[src/rtl/intv_timer_pkg.sv]
package intv_timer_pkg;

    localparam int CTRL_W = 3;

    typedef enum logic [2:0] {
        SEL_CTRL   = 3'd0,
        SEL_LOAD   = 3'd1,
        SEL_COUNT  = 3'd2,
        SEL_STATUS = 3'd3,
        SEL_CLEAR  = 3'd4,
        SEL_NONE   = 3'd7
    } reg_sel_e;

    typedef struct packed {
        logic irq_dis;
        logic periodic;
        logic en;
    } ctrl_t;

    typedef struct packed {
        logic ctrl;
        logic load;
        logic count;
        logic clear;
    } wr_strobe_t;

    function automatic reg_sel_e decode_addr(input logic [4:0] a);
        if (a[1:0] != 2'b00) return SEL_NONE;
        case (a[4:2])
            3'd0:    return SEL_CTRL;
            3'd1:    return SEL_LOAD;
            3'd2:    return SEL_COUNT;
            3'd3:    return SEL_STATUS;
            3'd4:    return SEL_CLEAR;
            default: return SEL_NONE;
        endcase
    endfunction

endpackage

[src/rtl/intv_tick_div.sv]
module intv_tick_div #(
    parameter int PRESCALE_LOG2 = 0
) (
    input  logic clk,
    input  logic rst,
    output logic tick
);
    generate
        if (PRESCALE_LOG2 == 0) begin : g_nodiv
            assign tick = 1'b1;
        end else begin : g_div
            logic [PRESCALE_LOG2-1:0] div_q;
            always_ff @(posedge clk) begin
                if (rst) div_q <= '0;
                else     div_q <= div_q + 1'b1;
            end
            assign tick = &div_q;
        end
    endgenerate
endmodule

[src/rtl/intv_regs.sv]
module intv_regs
    import intv_timer_pkg::*;
#(
    parameter int DATA_W = 32
) (
    input  logic              clk,
    input  logic              rst,
    input  logic [4:0]        bus_addr,
    input  logic              bus_wen,
    input  logic [DATA_W-1:0] bus_wdata,
    input  logic [DATA_W-1:0] cnt_q,
    input  logic              zero_evt,
    input  logic              oneshot_done,
    output ctrl_t             ctrl_q,
    output logic [DATA_W-1:0] load_q,
    output logic              pend_q,
    output wr_strobe_t        wr,
    output logic              start_pulse,
    output logic [DATA_W-1:0] bus_rdata
);
    localparam int PAD_CTRL = DATA_W - CTRL_W;

    reg_sel_e sel;

    always_comb begin
        sel      = decode_addr(bus_addr);
        wr.ctrl  = bus_wen && (sel == SEL_CTRL);
        wr.load  = bus_wen && (sel == SEL_LOAD);
        wr.count = bus_wen && (sel == SEL_COUNT);
        wr.clear = bus_wen && (sel == SEL_CLEAR);
        start_pulse = wr.ctrl && bus_wdata[0] && !ctrl_q.en;
    end

    always_ff @(posedge clk) begin
        if (rst) begin
            ctrl_q <= '0;
        end else if (wr.ctrl) begin
            ctrl_q <= ctrl_t'(bus_wdata[CTRL_W-1:0]);
        end else if (oneshot_done) begin
            ctrl_q.en <= 1'b0;
        end
    end

    always_ff @(posedge clk) begin
        if (rst)          load_q <= '0;
        else if (wr.load) load_q <= bus_wdata;
    end

    // A new event outranks a clear landing on the same edge.
    always_ff @(posedge clk) begin
        if (rst)                            pend_q <= 1'b0;
        else if (zero_evt)                  pend_q <= 1'b1;
        else if (wr.clear && bus_wdata[0])  pend_q <= 1'b0;
    end

    always_comb begin
        case (sel)
            SEL_CTRL:   bus_rdata = {{PAD_CTRL{1'b0}}, ctrl_q};
            SEL_LOAD:   bus_rdata = load_q;
            SEL_COUNT:  bus_rdata = cnt_q;
            SEL_STATUS: bus_rdata = {{(DATA_W-1){1'b0}}, pend_q};
            default:    bus_rdata = '0;
        endcase
    end
endmodule

[src/rtl/intv_count_core.sv]
module intv_count_core
    import intv_timer_pkg::*;
#(
    parameter int DATA_W = 32
) (
    input  logic              clk,
    input  logic              rst,
    input  logic              tick,
    input  ctrl_t             ctrl_q,
    input  logic [DATA_W-1:0] load_q,
    input  wr_strobe_t        wr,
    input  logic              start_pulse,
    input  logic [DATA_W-1:0] bus_wdata,
    output logic [DATA_W-1:0] cnt_q,
    output logic              zero_evt,
    output logic              oneshot_done
);
    logic step;
    logic at_zero;

    always_comb begin
        step         = tick && ctrl_q.en && !wr.ctrl && !wr.count;
        at_zero      = (cnt_q == '0);
        zero_evt     = step && at_zero;
        oneshot_done = zero_evt && !ctrl_q.periodic;
    end

    always_ff @(posedge clk) begin
        if (rst) begin
            cnt_q <= '0;
        end else if (start_pulse) begin
            cnt_q <= load_q;
        end else if (wr.count) begin
            cnt_q <= bus_wdata;
        end else if (step) begin
            if (!at_zero)              cnt_q <= cnt_q - 1'b1;
            else if (ctrl_q.periodic)  cnt_q <= load_q;
        end
    end
endmodule

[src/rtl/intv_timer.sv]
module intv_timer
    import intv_timer_pkg::*;
#(
    parameter int DATA_W        = 32,
    parameter int PRESCALE_LOG2 = 0
) (
    input  logic              clk,
    input  logic              rst,
    input  logic [4:0]        bus_addr,
    input  logic              bus_wen,
    input  logic [DATA_W-1:0] bus_wdata,
    output logic [DATA_W-1:0] bus_rdata,
    output logic              irq
);
    logic              tick;
    ctrl_t             ctrl_q;
    logic [DATA_W-1:0] load_q;
    logic [DATA_W-1:0] cnt_q;
    logic              pend_q;
    wr_strobe_t        wr;
    logic              start_pulse;
    logic              zero_evt;
    logic              oneshot_done;

    intv_tick_div #(.PRESCALE_LOG2(PRESCALE_LOG2)) u_div (
        .clk  (clk),
        .rst  (rst),
        .tick (tick)
    );

    intv_regs #(.DATA_W(DATA_W)) u_regs (
        .clk          (clk),
        .rst          (rst),
        .bus_addr     (bus_addr),
        .bus_wen      (bus_wen),
        .bus_wdata    (bus_wdata),
        .cnt_q        (cnt_q),
        .zero_evt     (zero_evt),
        .oneshot_done (oneshot_done),
        .ctrl_q       (ctrl_q),
        .load_q       (load_q),
        .pend_q       (pend_q),
        .wr           (wr),
        .start_pulse  (start_pulse),
        .bus_rdata    (bus_rdata)
    );

    intv_count_core #(.DATA_W(DATA_W)) u_core (
        .clk          (clk),
        .rst          (rst),
        .tick         (tick),
        .ctrl_q       (ctrl_q),
        .load_q       (load_q),
        .wr           (wr),
        .start_pulse  (start_pulse),
        .bus_wdata    (bus_wdata),
        .cnt_q        (cnt_q),
        .zero_evt     (zero_evt),
        .oneshot_done (oneshot_done)
    );

    assign irq = pend_q && !ctrl_q.irq_dis;
endmodule

[config.mk]
export PLATFORM = sky130hd
export DESIGN_NAME = intv_timer
export DESIGN_NICKNAME = d
export VERILOG_FILES = /design/src/rtl/intv_timer_pkg.sv /design/src/rtl/intv_tick_div.sv /design/src/rtl/intv_regs.sv /design/src/rtl/intv_count_core.sv /design/src/rtl/intv_timer.sv
export SDC_FILE = /design/constraint.sdc
export NUM_CORES = 1
export LEC_CHECK = 0
export ABC_AREA = 1
export BUFFER_PORTS_ARGS = -buffer_cell sky130_fd_sc_hd__buf_4
export CAP_MARGIN = 30
export CELL_PAD_IN_SITES_DETAIL_PLACEMENT = 1
export CELL_PAD_IN_SITES_GLOBAL_PLACEMENT = 1
export CORE_UTILIZATION = 43
export CTS_CLUSTER_SIZE = 20
export DETAILED_ROUTE_END_ITERATION = 16
export MAX_ROUTING_LAYER = met4
export PLACE_DENSITY_LB_ADDON = 0.1
export SLEW_MARGIN = 20
export SYNTH_ARGS = -nofsm -noshare
export SYNTH_HDL_FRONTEND = slang
export SYNTH_SLANG_ARGS = --single-unit
export TNS_END_PERCENT = 50
[constraint.sdc]
create_clock -name clk -period 3.8 [get_ports clk]
set_input_delay 0.38 -clock clk [delete_from_list [all_inputs] [get_ports clk]]
set_output_delay 0.38 -clock clk [all_outputs]
set_load 0.1 [all_outputs]
* Yosys cells after proc, flatten, opt, wreduce, memory -nomap -nowiden
Index checks and enable logic that the tools add are counted.
** Storage, ports and cells
- Bits of input ports :: 40
- RAM bits :: 0
- Bits in latches :: 0
- Memories kept :: 0
- Register bits :: 68
- ROM bits :: 0
- Logic and storage cells :: 55
- Output and inout bits :: 33
** Operators by class
- Bitwise operators :: 0
- Divide/modulo/power cells :: 0
- Reduce and logical (&&, ||, !) cells :: 25
- Multipliers :: 0
- Shift-type cells :: 0
- $lt $le $gt $ge :: 0
- Add/sub/neg operators :: 1
- Muxes and demuxes :: 14
- Equality and inequality tests :: 9
** Operator list (count)
- $mux 32 :: 5
- $pmux 32 s4 :: 1
- $logic_not 32->1 :: 1
- $sub 32x1->32 const B :: 1
- $pmux 3 s5 :: 1
- $eq 3x2->1 const B :: 4
- $logic_and 1x1->1 :: 12
- $eq 3x1->1 const B :: 2
- $eq 3x3->1 const B :: 2
- $logic_not 3->1 :: 2
- $mux 3 :: 2
- $reduce_bool 2->1 :: 3
- $logic_not 1->1 :: 5
- $mux 1 :: 5
- $ne 4x3->1 const B :: 1
- $reduce_bool 3->1 :: 1
- $reduce_and 2->1 :: 1

* Logic depth before layout (Yosys ltp)
- Word-level depth :: 12
- Mapped depth :: 14
- Mapped depth without buffers :: 13

* Cells and area by module
A second synthesis with hierarchy kept.
** Unflattened totals
- Cells, all modules :: 907
- Area total of the unflattened synthesis :: 5054.8 µm²
** Modules (own cells, without submodules)
- intv_count_core :: area an instance 3141.8 µm², instances 1, cells an instance 583
- intv_regs :: area an instance 1891.8 µm², instances 1, cells an instance 320
- intv_tick_div :: area an instance 11.3 µm², instances 1, cells an instance 2
- intv_timer :: area an instance 10.0 µm², instances 1, cells an instance 2

* Worst setup path before layout
Ideal clock, no wire load.
- Kind :: in2out
- From :: input bus_addr[1]
- To :: output bus_rdata[10]
- Path slack :: 275 ps
- Stages on the path :: 6
- Buffers on the path :: 1
- Arrival time :: 3145 ps
- Path through :: nor2_2 nand2_2 nor2_1 nand2_1 clkbuf_1 o21ai_0
** On the way
- Longest elaborated chain between the ends :: 5
** RTL lines
- from (decl) :: RTL line intv_timer.sv:9 : input logic [4:0] bus_addr,
- $reduce_bool 2->1 (*) :: RTL line intv_timer_pkg.sv:28 : if (a[1:0] != 2'b00) return SEL_NONE;
- $mux 1 (*) :: RTL line intv_timer_pkg.sv:28
- $mux 3 (*) :: RTL line intv_timer_pkg.sv:29 : case (a[4:2])
- $eq 3x2->1 (tied with other cells) :: RTL line intv_regs.sv:57 : case (sel)
- $pmux 32 s4 (*) :: RTL line intv_regs.sv:57
- to (decl) :: RTL line intv_timer.sv:12 : output logic [DATA_W-1:0] bus_rdata,
Mark *: on every way between the ends. The rest lies on a longest branch, timed or not.

* Worst setup path after layout
- From :: register u_core.cnt_q[0]
- To :: register u_core.cnt_q[3]
** On the way
- Longest elaborated chain between the ends :: 5
** RTL lines
- from (decl) :: RTL line intv_count_core.sv:14 : output logic [DATA_W-1:0] cnt_q,
- from (signal assigned) :: RTL line intv_count_core.sv:32 : cnt_q <= load_q;
- from (signal assigned) :: RTL line intv_count_core.sv:34 : cnt_q <= bus_wdata;
- from (signal assigned) :: RTL line intv_count_core.sv:36 : if (!at_zero) cnt_q <= cnt_q - 1'b1;
- $sub 32x1->32 or $logic_not 32->1 (tied branches) :: RTL line intv_count_core.sv:36, intv_count_core.sv:23
- $mux 32 :: RTL line intv_count_core.sv:36
- $mux 32 :: RTL line intv_count_core.sv:35 : end else if (step) begin
- $mux 32 :: RTL line intv_count_core.sv:33 : end else if (wr.count) begin
- $mux 32 :: RTL line intv_count_core.sv:31 : end else if (start_pulse) begin
Several ways; a longest one is shown, not always the timed one. The select of a mux whose other input is x is not followed.
A chain may end at the register's enable or synchronous reset.

==> results.md <==
- The flow ran to the end, and the final reports show no timing, DRC or antenna violations.
- At the worst endpoint, the required time is about 4.1 ns.
- Derived from the worst setup path, the maximum achievable clock frequency is about 0.38 GHz.
- The worst min-delay path class is in -> reg.
- The depth of the worst register-to-register path is 11.
- In this run, post-CTS repair resized a total of 0 instances.
- The routed layout has between 5000 and 6000 vias.
- Along the worst path, the maximum fanout reaches 29.
- The number of antenna violations at the first check in global routing is 0.
- In this run the cell area measured after placement is ~5400 µm².
- The final core utilization is roughly half.
- The per-instance average area after synthesis is 6.04 µm².
- The total DRC errors in the routed layout is 0.
- The cell area after layout is ~5600 µm².
- The pin count of the biggest net entering global routing is between 40 and 50.
- After clock tree synthesis, the clock-pin slew on the worst setup and hold paths is 0.08 ns.
- Setup violations remaining at the end of the flow were counted as 0.
- The clock net in this run drives a total of about 70 sinks.
- At the pin with the least slew margin, the transition time is about 0.98 ns.
- The worst setup path is launched from a flop.
- Yosys mapped a number of flops with a built-in enable equal to 0.
- Measured against its own limit, the worst slew margin works out to 34.9%.
- The maximum count of clock buffers along a single path is 2.
- Synthesis produced a netlist with a net count of 834.
- Fill cells in the final layout number approximately 1600.
- The number of setup buffers added after CTS is 0.
- Counting the buffers created by CTS gives 9.
- The number of flip-flops and latches in the synthesized netlist is 68.
- The worst ir drop on vdd is between 300 and 400 µV.
- The leftover overflow at the end of global routing is 0.
- The die covers ~12000 µm².
- The post-synthesis cell count is 792.
- Setup total negative slack on the finished layout was measured at 0 ns.
- Before antenna repair, the detailed router went through 5 iterations.
- The number of violations of the max-capacitance limit is 0.
- By area the synthesized netlist is led by sky130_fd_sc_hd__dfxtp_1, sky130_fd_sc_hd__nand2_1, sky130_fd_sc_hd__a21oi_1, sky130_fd_sc_hd__nor2_1, sky130_fd_sc_hd__inv_1.
- The number of nets with antenna violations after detailed routing is 0.
- The critical path endpoint category is a flop.
- STA puts the critical path data arrival time at 2.93 ns.
- The DRC violation total after the first TritonRoute iteration is 431.
- The clock network latency to the later pin of the worst-skew pair is between 0.3 and 0.4 ns.
- The distinct cell type count of the synthesized netlist is 35.
- The net count of the finished layout is 889.
- The pre-CTS setup slack is ~0.83 ns.
- The first-pass GRT wire length is approximately 28000 µm.
- The most used flip-flop cell after synthesis is sky130_fd_sc_hd__dfxtp_1.
- The dominant cell by count in the synthesized netlist is sky130_fd_sc_hd__nand2_1.
- Measured along the x axis, the die boundary spans roughly 110 µm.
- Relative to the synthesized area, the layout overhead comes to 17.3%.
- Power comes to 1.73 mW.
- The final worst-path cycle share is just under 70%.
- The diode insertion count for antenna repair is 0.
- In the synthesized netlist, the cells that appear most often are sky130_fd_sc_hd__nand2_1, sky130_fd_sc_hd__nor2_1, sky130_fd_sc_hd__inv_1.
- Global routing consumed, over all layers together, around a third of the routing resources.
- The CTS tree is yes.
- The number of hold violations in the final report is 0.
- The count of input and output buffers is 72.
- 73 I/O pins were placed.
- At the end of routability-driven placement, the weighted congestion stood at ~0.89.
- After layout, the worst setup slack is between 1 and 1.5 ns.
- The fraction of synthesis flops using an asynchronous set or reset pin is 0%.
- The reported leakage power is between 2 and 3 nW.
- The timing endpoint of the critical path is u_core.cnt_q[3].
- The top cell type by total area after synthesis is sky130_fd_sc_hd__dfxtp_1.
- Buffers inserted to repair hold after CTS numbered 0.
- Subtracting the final worst setup slack from the clock period gives 2.64 ns.
- The via count of the first global-routing pass is 5628.
- From bottom edge to top edge, the die measures 107 µm.
- The storage element area is 1360 µm².
- The starting density of the core is about 44%.
- The area used by multi-input combinational logic is around 2800 µm².
- After detailed routing, the average wire length per cell comes to 17.8 µm.
- In this run the critical register-to-register path is captured at u_core.cnt_q[3].
- The number of rows created at floorplan is 38.
- The startpoint identified for the worst register-to-register timing path is u_core.cnt_q[0].
- Tracing the worst setup path back leads to its startpoint at u_core.cnt_q[0].
- Dividing the detail-routed via count by the number of cells gives between 5 and 6.
- The share of the Yosys chip area taken by registers is 28.5%.
- The area of the mapped netlist is between 4000 and 5000 µm².
- The detailed-placement wirelength estimate is roughly 12000 µm.
- The share of the synthesized area in the top cell type is between 20% and 30%.
- In this run the clock root is driven by a sky130_fd_sc_hd__clkbuf_8.
- After detailed routing, the total wire length is around 18000 µm.
- The synthesis warning total is 0.
- The setup skew after layout is between 0.01 and 0.015 ns.
- The floorplan step defined a core boundary enclosing about 11000 µm².
- Cells with a size suffix above 1 make up 16.9% of the layout.
- The final count of pins violating max slew is 0.
- Power spread over the standard cell area amounts to between 300 and 400 nW/µm².
- The classification of the worst setup path is reg -> reg.
- Setup repair after global routing left no endpoint under its margin.
- The total number of H-tree levels is 3.
- Across all register-to-register paths, the minimum setup slack is about 1.2 ns.
-- state kept, by name, summed over array words and instances (netlist names) --
| name | count |
|---|---|
| u_regs.load_q | 32 |
| u_regs.pend_q | 1 |
| u_core.cnt_q | 32 |
| u_regs.ctrl_q | 3 |
-- per-layer routing --
metal	part of all wire [%]	track usage (%)	up-vias
met5	0	-	-
met4	1.3	9.00	0
met3	4.4	6.30	20
met2	48	54.1	135
met1	47	41.2	2649
li1	-	-	2667
-- layout make-up --
class                           count  share of cell area (%)
Inverter                          108                    7.27
Timing Repair Buffer               79                    10.7
Multi-Input combinational cell    581                    50.4
Clock buffer                       12                    2.94
Clock inverter                      4                    1.25
Tap cell                          140                    3.12
Sequential cell                    68                    24.3
-- worst min path at each step --
stage / startpoint / endpoint / slack (ns) / depth (start not counted)
6_report: bus_wdata[4] / u_regs.load_q[4] / 0.25 / 3
5_1_grt: bus_wdata[10] / u_regs.load_q[10] / 0.26 / 3
4_1_cts: bus_wdata[0] / u_regs.load_q[0] / 0.24 / 3
3_5_place_dp: u_regs.ctrl_q[2] / u_regs.ctrl_q[2] / 0.47 / 2
3_3_place_gp: u_regs.ctrl_q[2] / u_regs.ctrl_q[2] / 0.45 / 2
2_1_floorplan: u_regs.ctrl_q[2] / u_regs.ctrl_q[2] / 0.44 / 2
-- worst max-delay path, cell delays in order (launching register included) --
cell and delay [ns]:
sky130_fd_sc_hd__dfxtp_1 0.30, sky130_fd_sc_hd__inv_1 0.22, sky130_fd_sc_hd__ha_1 0.22, sky130_fd_sc_hd__nand2_1 0.09
sky130_fd_sc_hd__nor2_1 0.14, sky130_fd_sc_hd__nand2_2 0.11, sky130_fd_sc_hd__nor2_8 0.21, sky130_fd_sc_hd__nand3_2 0.09
sky130_fd_sc_hd__nand2_2 0.39, sky130_fd_sc_hd__inv_2 0.38, sky130_fd_sc_hd__o21ai_0 0.28, sky130_fd_sc_hd__nor2_1 0.09
-- cells in the final DEF, fill, tap and decap left out --
master and instances:
sky130_fd_sc_hd__o211ai_1 1, sky130_fd_sc_hd__nand3_2 7, sky130_fd_sc_hd__dfxtp_1 68, sky130_fd_sc_hd__nor3_1 1, sky130_fd_sc_hd__nand4_1 3, sky130_fd_sc_hd__ha_1 2
sky130_fd_sc_hd__a21oi_1 93, sky130_fd_sc_hd__o21ai_0 64, sky130_fd_sc_hd__nor2_1 108, sky130_fd_sc_hd__a22oi_1 1, sky130_fd_sc_hd__a21boi_0 1, sky130_fd_sc_hd__or2_2 1
sky130_fd_sc_hd__nand3_1 59, sky130_fd_sc_hd__nor3_4 1, sky130_fd_sc_hd__nor2_4 4, sky130_fd_sc_hd__o221ai_1 1, sky130_fd_sc_hd__nor2_8 2, sky130_fd_sc_hd__inv_4 1
sky130_fd_sc_hd__nor2_2 15, sky130_fd_sc_hd__nand2_2 11, sky130_fd_sc_hd__xnor2_1 1, sky130_fd_sc_hd__clkbuf_8 12, sky130_fd_sc_hd__inv_2 7, sky130_fd_sc_hd__buf_4 78
sky130_fd_sc_hd__o22ai_1 25, sky130_fd_sc_hd__bufinv_16 2, sky130_fd_sc_hd__nand2_1 157, sky130_fd_sc_hd__a31oi_1 1, sky130_fd_sc_hd__buf_8 1, sky130_fd_sc_hd__a21o_1 1
sky130_fd_sc_hd__clkinv_2 2, sky130_fd_sc_hd__o21ai_1 7, sky130_fd_sc_hd__inv_1 100, sky130_fd_sc_hd__nand3b_1 2, sky130_fd_sc_hd__xor2_1 12
-- report_power, final --
part	internal [mW]	switching, mW	total (mW)
registers	0.718	0.00452	0.723
clock network	0.421	0.317	0.739
logic	0.0909	0.182	0.273
total	1.23	0.504	1.73
-- kinds of logic (layout without fill, tap and decap cells) --
logic type	count (synthesis)	in the layout	synth area share [%]
AND/OR/NAND/NOR	371	371	34.9
AO/OA/AOI/OAI	195	195	21.4
buffers and inverters	143	203	12.3
flip-flops	68	68	28.5
XOR/XNOR	13	13	2.38
adder cells (fa/ha/maj)	2	2	0.523
-- stage by stage --
stage                     hold WS (ns)  std cells
final                            0.248        992
after detailed placement         0.467        975
after global routing             0.259        992
after global placement           0.450        975
after floorplan                  0.437        792
after CTS                        0.237        991
(Power assumes the default switching activity.)
